File: src/rtl/rename_table.sv
module rename_table #(
  parameter int NREG = 16,
  parameter int DW   = 64,
  parameter int TW   = 4,
  localparam int AW  = $clog2(NREG)
) (
  input  logic          clk,
  input  logic          rst_n,
  input  logic          iss_valid,
  input  logic [AW-1:0] iss_dst,
  input  logic [TW-1:0] iss_tag,
  input  logic [AW-1:0] src_a,
  input  logic [AW-1:0] src_b,
  output logic [DW-1:0] a_val,
  output logic [TW-1:0] a_tag,
  output logic [DW-1:0] b_val,
  output logic [TW-1:0] b_tag,
  input  logic          cdb_valid,
  input  logic [TW-1:0] cdb_tag,
  input  logic [DW-1:0] cdb_data
);

  logic [TW-1:0] map_q [NREG];
  logic [DW-1:0] val_q [NREG];

  wire bus_live = cdb_valid && (cdb_tag != '0);

  always_ff @(posedge clk or negedge rst_n) begin
    if (!rst_n) begin
      for (int r = 0; r < NREG; r++) begin
        map_q[r] <= '0;
        val_q[r] <= '0;
      end
    end else begin
      for (int r = 0; r < NREG; r++) begin
        if (bus_live && map_q[r] == cdb_tag) begin
          val_q[r] <= cdb_data;
          map_q[r] <= '0;
        end
        if (iss_valid && iss_dst == AW'(r))
          map_q[r] <= iss_tag;
      end
    end
  end

  wire a_byp = bus_live && (map_q[src_a] == cdb_tag);
  wire b_byp = bus_live && (map_q[src_b] == cdb_tag);

  assign a_tag = a_byp ? '0 : map_q[src_a];
  assign b_tag = b_byp ? '0 : map_q[src_b];
  assign a_val = a_byp ? cdb_data : (map_q[src_a] == '0 ? val_q[src_a] : '0);
  assign b_val = b_byp ? cdb_data : (map_q[src_b] == '0 ? val_q[src_b] : '0);


  pending_hides_val_chk: assert property (@(posedge clk) disable iff (!rst_n)
    (a_tag != '0) |-> (a_val == '0));


  issue_rename_chk: assert property (@(posedge clk) disable iff (!rst_n)
    iss_valid |=> (map_q[$past(iss_dst)] == $past(iss_tag)));


  bcast_write_chk: assert property (@(posedge clk) disable iff (!rst_n)
    (bus_live && map_q[src_a] == cdb_tag && !(iss_valid && iss_dst == src_a))
    |=> (map_q[$past(src_a)] == '0 && val_q[$past(src_a)] == $past(cdb_data)));


  stale_bcast_chk: assert property (@(posedge clk) disable iff (!rst_n)
    (cdb_valid && map_q[src_a] != cdb_tag && !(iss_valid && iss_dst == src_a))
    |=> (map_q[$past(src_a)] == $past(map_q[src_a]) &&
         val_q[$past(src_a)] == $past(val_q[src_a])));


  issue_wins_chk: assert property (@(posedge clk) disable iff (!rst_n)
    (iss_valid && bus_live && map_q[iss_dst] == cdb_tag)
    |=> (map_q[$past(iss_dst)] == $past(iss_tag)));

endmodule

File: config.mk
export PLATFORM = sky130hd
export DESIGN_NAME = rename_table
export DESIGN_NICKNAME = d
export VERILOG_FILES = /design/src/rtl/rename_table.sv
export SDC_FILE = /design/constraint.sdc
export NUM_CORES = 2
export LEC_CHECK = 0
export BUFFER_PORTS_ARGS = -buffer_cell sky130_fd_sc_hd__buf_4
export CORE_ASPECT_RATIO = 0.75
export CORE_MARGIN = 2
export CORE_UTILIZATION = 40
export CTS_CLUSTER_SIZE = 16
export DETAILED_ROUTE_END_ITERATION = 7
export MAX_ROUTING_LAYER = met4
export PLACE_DENSITY = 0.55
export SLEW_MARGIN = 20
export SYNTH_ARGS = -nofsm -noshare
export SYNTH_HDL_FRONTEND = slang
export SYNTH_SLANG_ARGS = --single-unit
export TNS_END_PERCENT = 5
File: constraint.sdc
create_clock -name clk -period 6.55 [get_ports clk]
set_input_delay 0 -clock clk [delete_from_list [all_inputs] [get_ports clk]]
set_output_delay 0 -clock clk [all_outputs]
set_load 0.005 [all_outputs]
Word-level counts from Yosys, hierarchy flattened
Index checks and enable logic that the tools add are counted.

word-level totals
  register bits = 1,088
  input port bits = 88
  output and inout bits = 136
  word-level logic and storage cells = 174

cells by class
  magnitude comparators = 2
  eq/ne operators = 33
  multiplexer cells = 50
  bitwise operators = 2
  reductions and logical operators = 55

operators by type and width
  kind                  count
  $bmux W64 S4          2
  $mux W64              8
  $mux W4               38
  $eq A4 B4 Y1          18
  $logic_and A1 B1 Y1   35
  $bmux W4 S4           2
  $eq A4 B4 Y1 const B  8
  $reduce_bool A2 Y1    16
  $eq A4 B3 Y1 const B  4
  $logic_not A4 Y1      3
  $ge A5 B5 Y1 const B  2
  $not A4 Y5            2
  $eq A4 B2 Y1 const B  2
  $eq A4 B1 Y1 const B  1
  $reduce_bool A4 Y1    1

Logic depth before layout (Yosys ltp)
  depth after elaboration = 7
  mapped depth = 11
  depth with buffers taken out = 6

Least setup slack after synthesis
OpenSTA, ideal clock, no wires.

  path kind = in2reg
  start = input port cdb_tag[1]
  end = register val_q[431] in the netlist's numbering
  setup time = 0.125 ns
  data arrival time = 2.233 ns
  required time = 6.425 ns
  setup slack = 4.192 ns
  stages on the path = 9
  path buffers = 5
  path through = buf_2 > buf_1 > buf_2 > xnor2_1 > nand4_1 > nor2_1 > clkbuf_1 > buf_2 > mux2_2

between the ends
  word-level cells in the longest chain between the ends = 3
  elaborated cells on any way between the ends = 4
  those cells by class = eq/ne: 1; reduce/logical: 3

RTL lines
  what                            RTL line  text
  start: declaration              19        input logic [TW-1:0] cdb_tag,
  $reduce_bool A4 Y1              26        wire bus_live = cdb_valid && (cdb_tag != '0);
  $logic_and A1 B1 Y1             26
  $logic_and A1 B1 Y1 (*)         36        if (bus_live && map_q[r] == cdb_tag) begin
  end signal: indexed assignment  37        val_q[r] <= cdb_data;
  end: declaration                24        logic [DW-1:0] val_q [NREG];

Every way passes the cells marked *; elsewhere a longest branch is shown, timed or not.
A chain may end at the register's enable or synchronous reset.

Worst setup path after layout
  start = register map_q[8] in the netlist's numbering
  end = output port a_val[33]

between the ends
  word-level cells in the longest chain between the ends = 6
  elaborated cells on any way between the ends = 8
  those cells by class = eq/ne: 1; mux: 5; reduce/logical: 2

RTL lines
  what                                              RTL line  text
  start: declaration                                23        logic [TW-1:0] map_q [NREG];
  start signal: indexed assignment                  41        map_q[r] <= iss_tag;
  $bmux W4 S4 (*)                                   46, 51
  $mux W4 (implied by the code) (*) (2 in series)   46, 51
  $logic_not A4 Y1 or $eq A4 B4 Y1 (tied branches)  51, 46
  $mux W64 or $logic_and A1 B1 Y1 (tied branches)   51, 46
  $mux W64 (*)                                      51        assign a_val = a_byp ? cdb_data : (map_q[src_a] == '0 ? val_q[src_a] : '0);
  end: declaration                                  14        output logic [DW-1:0] a_val,

Every way passes the cells marked *; elsewhere a longest branch is shown, timed or not. The select of a mux whose other input is x is not followed.

==> run_results.csv <==
group,metric,value,unit
outcome,status,"finished, final reports clean",
grt,grt_use_met3,0.0368,
grt,grt_pass1_wl,282000,µm
grt,grt_max_degree,165,
placement,dp_hpwl,104000,µm
sta,clock_skew,0.0288,ns
logic_synthesis,async_flop_share,1.00,
cts,post_cts_buffers,0,
cells_and_area,fin_area,0.0682,mm²
floorplan,rows,122,
cts,cts_buffers,118,
cts,hold_buffers,86,
floorplan,die_area,0.153,mm²
pwr,leakage,0.0278,µW
worst_setup_path,path_buf_inv,2,
logic_synthesis,synth_cells,4208,
cts,cts.sinks,1088,
worst_setup_path,cp_top_family,"multiplexers",
worst_hold_path,hold_class,"in2async",
logic_synthesis,syn_area,0.0599,mm²
logic_synthesis,yosysWarnings,0,
drt,finalWirelength,189000,µm
floorplan,die-height,339,µm
cells_and_area,final_util,0.461,
drt,via_per_inst,6.12,
placement,portBuffers,223,
grt,top_usage_layer,"met1",
pwr,ir_drop,0.223,mV
logic_synthesis,yosysSeqAreaShare,0.455,
sta,period_needed,4.29,ns
worst_setup_path,end_kind,"output pin",
drt,drc,0,
sta,finalMaxSlewViolations,0,
drt,dr.pass1.iters,5,
worst_setup_path,critPathMaxFanout,43,
floorplan,pin_count,224,
cells_and_area,nNetsFinal,4374,
sta,max_slew_margin,0.238,
cts,cts_resized,0,
cells_and_area,fillerInstances,13200,
worst_setup_path,arrival,4.29,ns
worst_setup_path,max_stage_delay,0.71,ns
drt,ant_nets,0,
floorplan,die_w,451,µm
logic_synthesis,synth_cell_type_count,39,
sta,whs,0.0596,ns
sta,finalCritPeriodShare,0.655,
flow_run,drv_cap,0,
placement,gp_congestion,0.866,
cts,cts_tree,"yes",
sta,tns,0,ns
grt,grt_antenna_before_repair,6,
cells_and_area,fin_cells,6377,
floorplan,coreArea,0.148,mm²
grt,grt_use_met1,0.376,
cts,clockBufferDepth,3,
drt,post_drt_wl_per_cell,29.7,µm
grt,grtUsageMet2,0.373,
sta,rsz0062_at_grt,"false",
cts,cts-root-buf,"clkbuf_16",
logic_synthesis,synthFlopType,"dfrtp_1",
pwr,power.density,431,mW/mm²
grt,grt-ovfl-total,0,
worst_setup_path,cp_cell_sequence,"mux4_2, mux2i_1, mux2i_1, xor2_1, nor4_4, buf_4, a32o_1, buf_4",
worst_setup_path,critPathLaunchType,"register",
logic_synthesis,synthesis.nets,4296,
logic_synthesis,synth-edff-count,0,
sta,fmaxAchievable,233,MHz
worst_setup_path,slowest_stage,"buf_4",
drt,drtIter0Drc,3306,
sta,finalHoldViolCount,0,
worst_setup_path,required,6.55,ns
worst_setup_path,critPathKind,"reg2out",
drt,vias,39000,
cells_and_area,syn2layout_area_growth,13.9,%
placement,dp.cells,6064,
logic_synthesis,avgSynthCellArea,14.2,µm²
floorplan,start_util,0.405,
sta,setup_viol,0,
placement,place_area,0.0632,mm²
cts,clk_pin_slew,0.06,ns
cts,clk_latency,0.75,ns
sta,worst_pin_slew,1.14,ns
cells_and_area,drive_above_1_share,0.469,
grt,track_usage,0.254,
cts,h-tree-depth,3,
grt,first_global_vias,39500,
logic_synthesis,ys_ff_latch,1088,
## metrics by stage
step / power, µW / setup slack, ns
floorplan: 19200 / 4.19
global placement: 22000 / 2.61
detailed placement: 22300 / 2.59
CTS: 29600 / 2.24
global route: 31000 / 2.25
finish: 29400 / 2.26
## logic make-up after synthesis
family / Yosys count / share of synthesized area
multiplexers: 1722 / 0.421
buffers and inverters: 425 / 0.0295
flip-flops: 1088 / 0.455
AND/OR/NAND/NOR: 558 / 0.0414
AO/OA/AOI/OAI: 344 / 0.0428
XOR/XNOR: 71 / 0.0104
## area by class of cell
class / instances / area [µm²] / area share
multi-input cells: 2695 / 31100 / 0.455
flip-flops and latches: 1088 / 27200 / 0.399
clock buffers: 182 / 3550 / 0.0521
repair buffers: 379 / 3310 / 0.0486
well taps: 1984 / 2480 / 0.0364
clock inverters: 40 / 572 / 0.00838
inverters: 4 / 20.0 / 0.000293
diodes: 5 / 12.5 / 0.000183
## layout by cell type (no fill, tap or decap), drive strengths merged, types with 67 or more instances in the layout
cell,instances
dlygate4sd3,85
mux2i,159
buf,294
clkbuf,182
xnor2,67
mux4,537
nand2,334
dfrtp,1088
mux2,1026
nor2b,69
nand3,70
## cell usage after synthesis (4+ instances only)
cell | n | area share
a211oi_1 | 66 | 0.0083
a21oi_1 | 65 | 0.0054
a221oi_1 | 8 | 0.0012
a22o_1 | 65 | 0.0095
a22oi_1 | 6 | 0.00075
a32o_1 | 63 | 0.011
buf_1 | 43 | 0.0027
buf_2 | 92 | 0.0077
buf_4 | 9 | 0.0011
clkbuf_1 | 274 | 0.017
dfrtp_1 | 1088 | 0.45
inv_1 | 4 | 0.00025
mux2_1 | 19 | 0.0036
mux2_2 | 1007 | 0.19
mux2i_1 | 159 | 0.027
mux4_2 | 537 | 0.20
nand2_1 | 334 | 0.021
nand2b_1 | 8 | 0.00084
nand3_1 | 70 | 0.0058
nand4_1 | 17 | 0.0018
nor2_1 | 42 | 0.0026
nor2b_1 | 69 | 0.0072
nor3_1 | 7 | 0.00058
o21ai_0 | 64 | 0.0053
xnor2_1 | 67 | 0.0098
xor2_1 | 4 | 0.00058
## sequential cells by signal, indices dropped and copies added, names as in the netlist
| name | count |
|---|---|
| map_q | 64 |
| val_q | 1024 |
## power breakdown
group          internal, µW  switching [µW]
sequential             9960            2390
combinational          6260            3680
clock                  4200            2910
## worst reg2reg max path, delay by kind of cell, from the launching register on
family / cells / cell delay, ns
DFF: 1 / 0.45
and+or+nand+nor: 2 / 1.07
buffers and inverters: 2 / 1.19
AOI/OAI and AO/OA: 1 / 0.22
xor gates and xnor gates: 1 / 0.18
## routing by layer
| metal | vias up | routed length (µm) | part of all wire |
|---|---|---|---|
| li1 | 16300 | - | - |
| met1 | 21300 | 89300 | 0.47 |
| met2 | 1183 | 85500 | 0.45 |
| met3 | 230 | 10700 | 0.057 |
| met4 | 0 | 3700 | 0.020 |
| met5 | - | 0 | 0 |
## final timing paths
| path | startpoint | endpoint | slack (ns) | cells past startpoint |
|---|---|---|---|---|
| max | map_q[8] | a_val[33] | 2.26 | 8 |
| min | rst_n | val_q[507] | 0.06 | 3 |
| max reg2reg | map_q[17] | map_q[18] | 3.33 | 6 |
| min reg2reg | val_q[560] | val_q[560] | 0.51 | 1 |
| max in group asynchronous | rst_n | val_q[412] | 5.28 | 4 |
| min in group clk | cdb_tag[3] | map_q[1] | 0.07 | 5 |
Note: power is estimated with default switching activity, not from simulation.
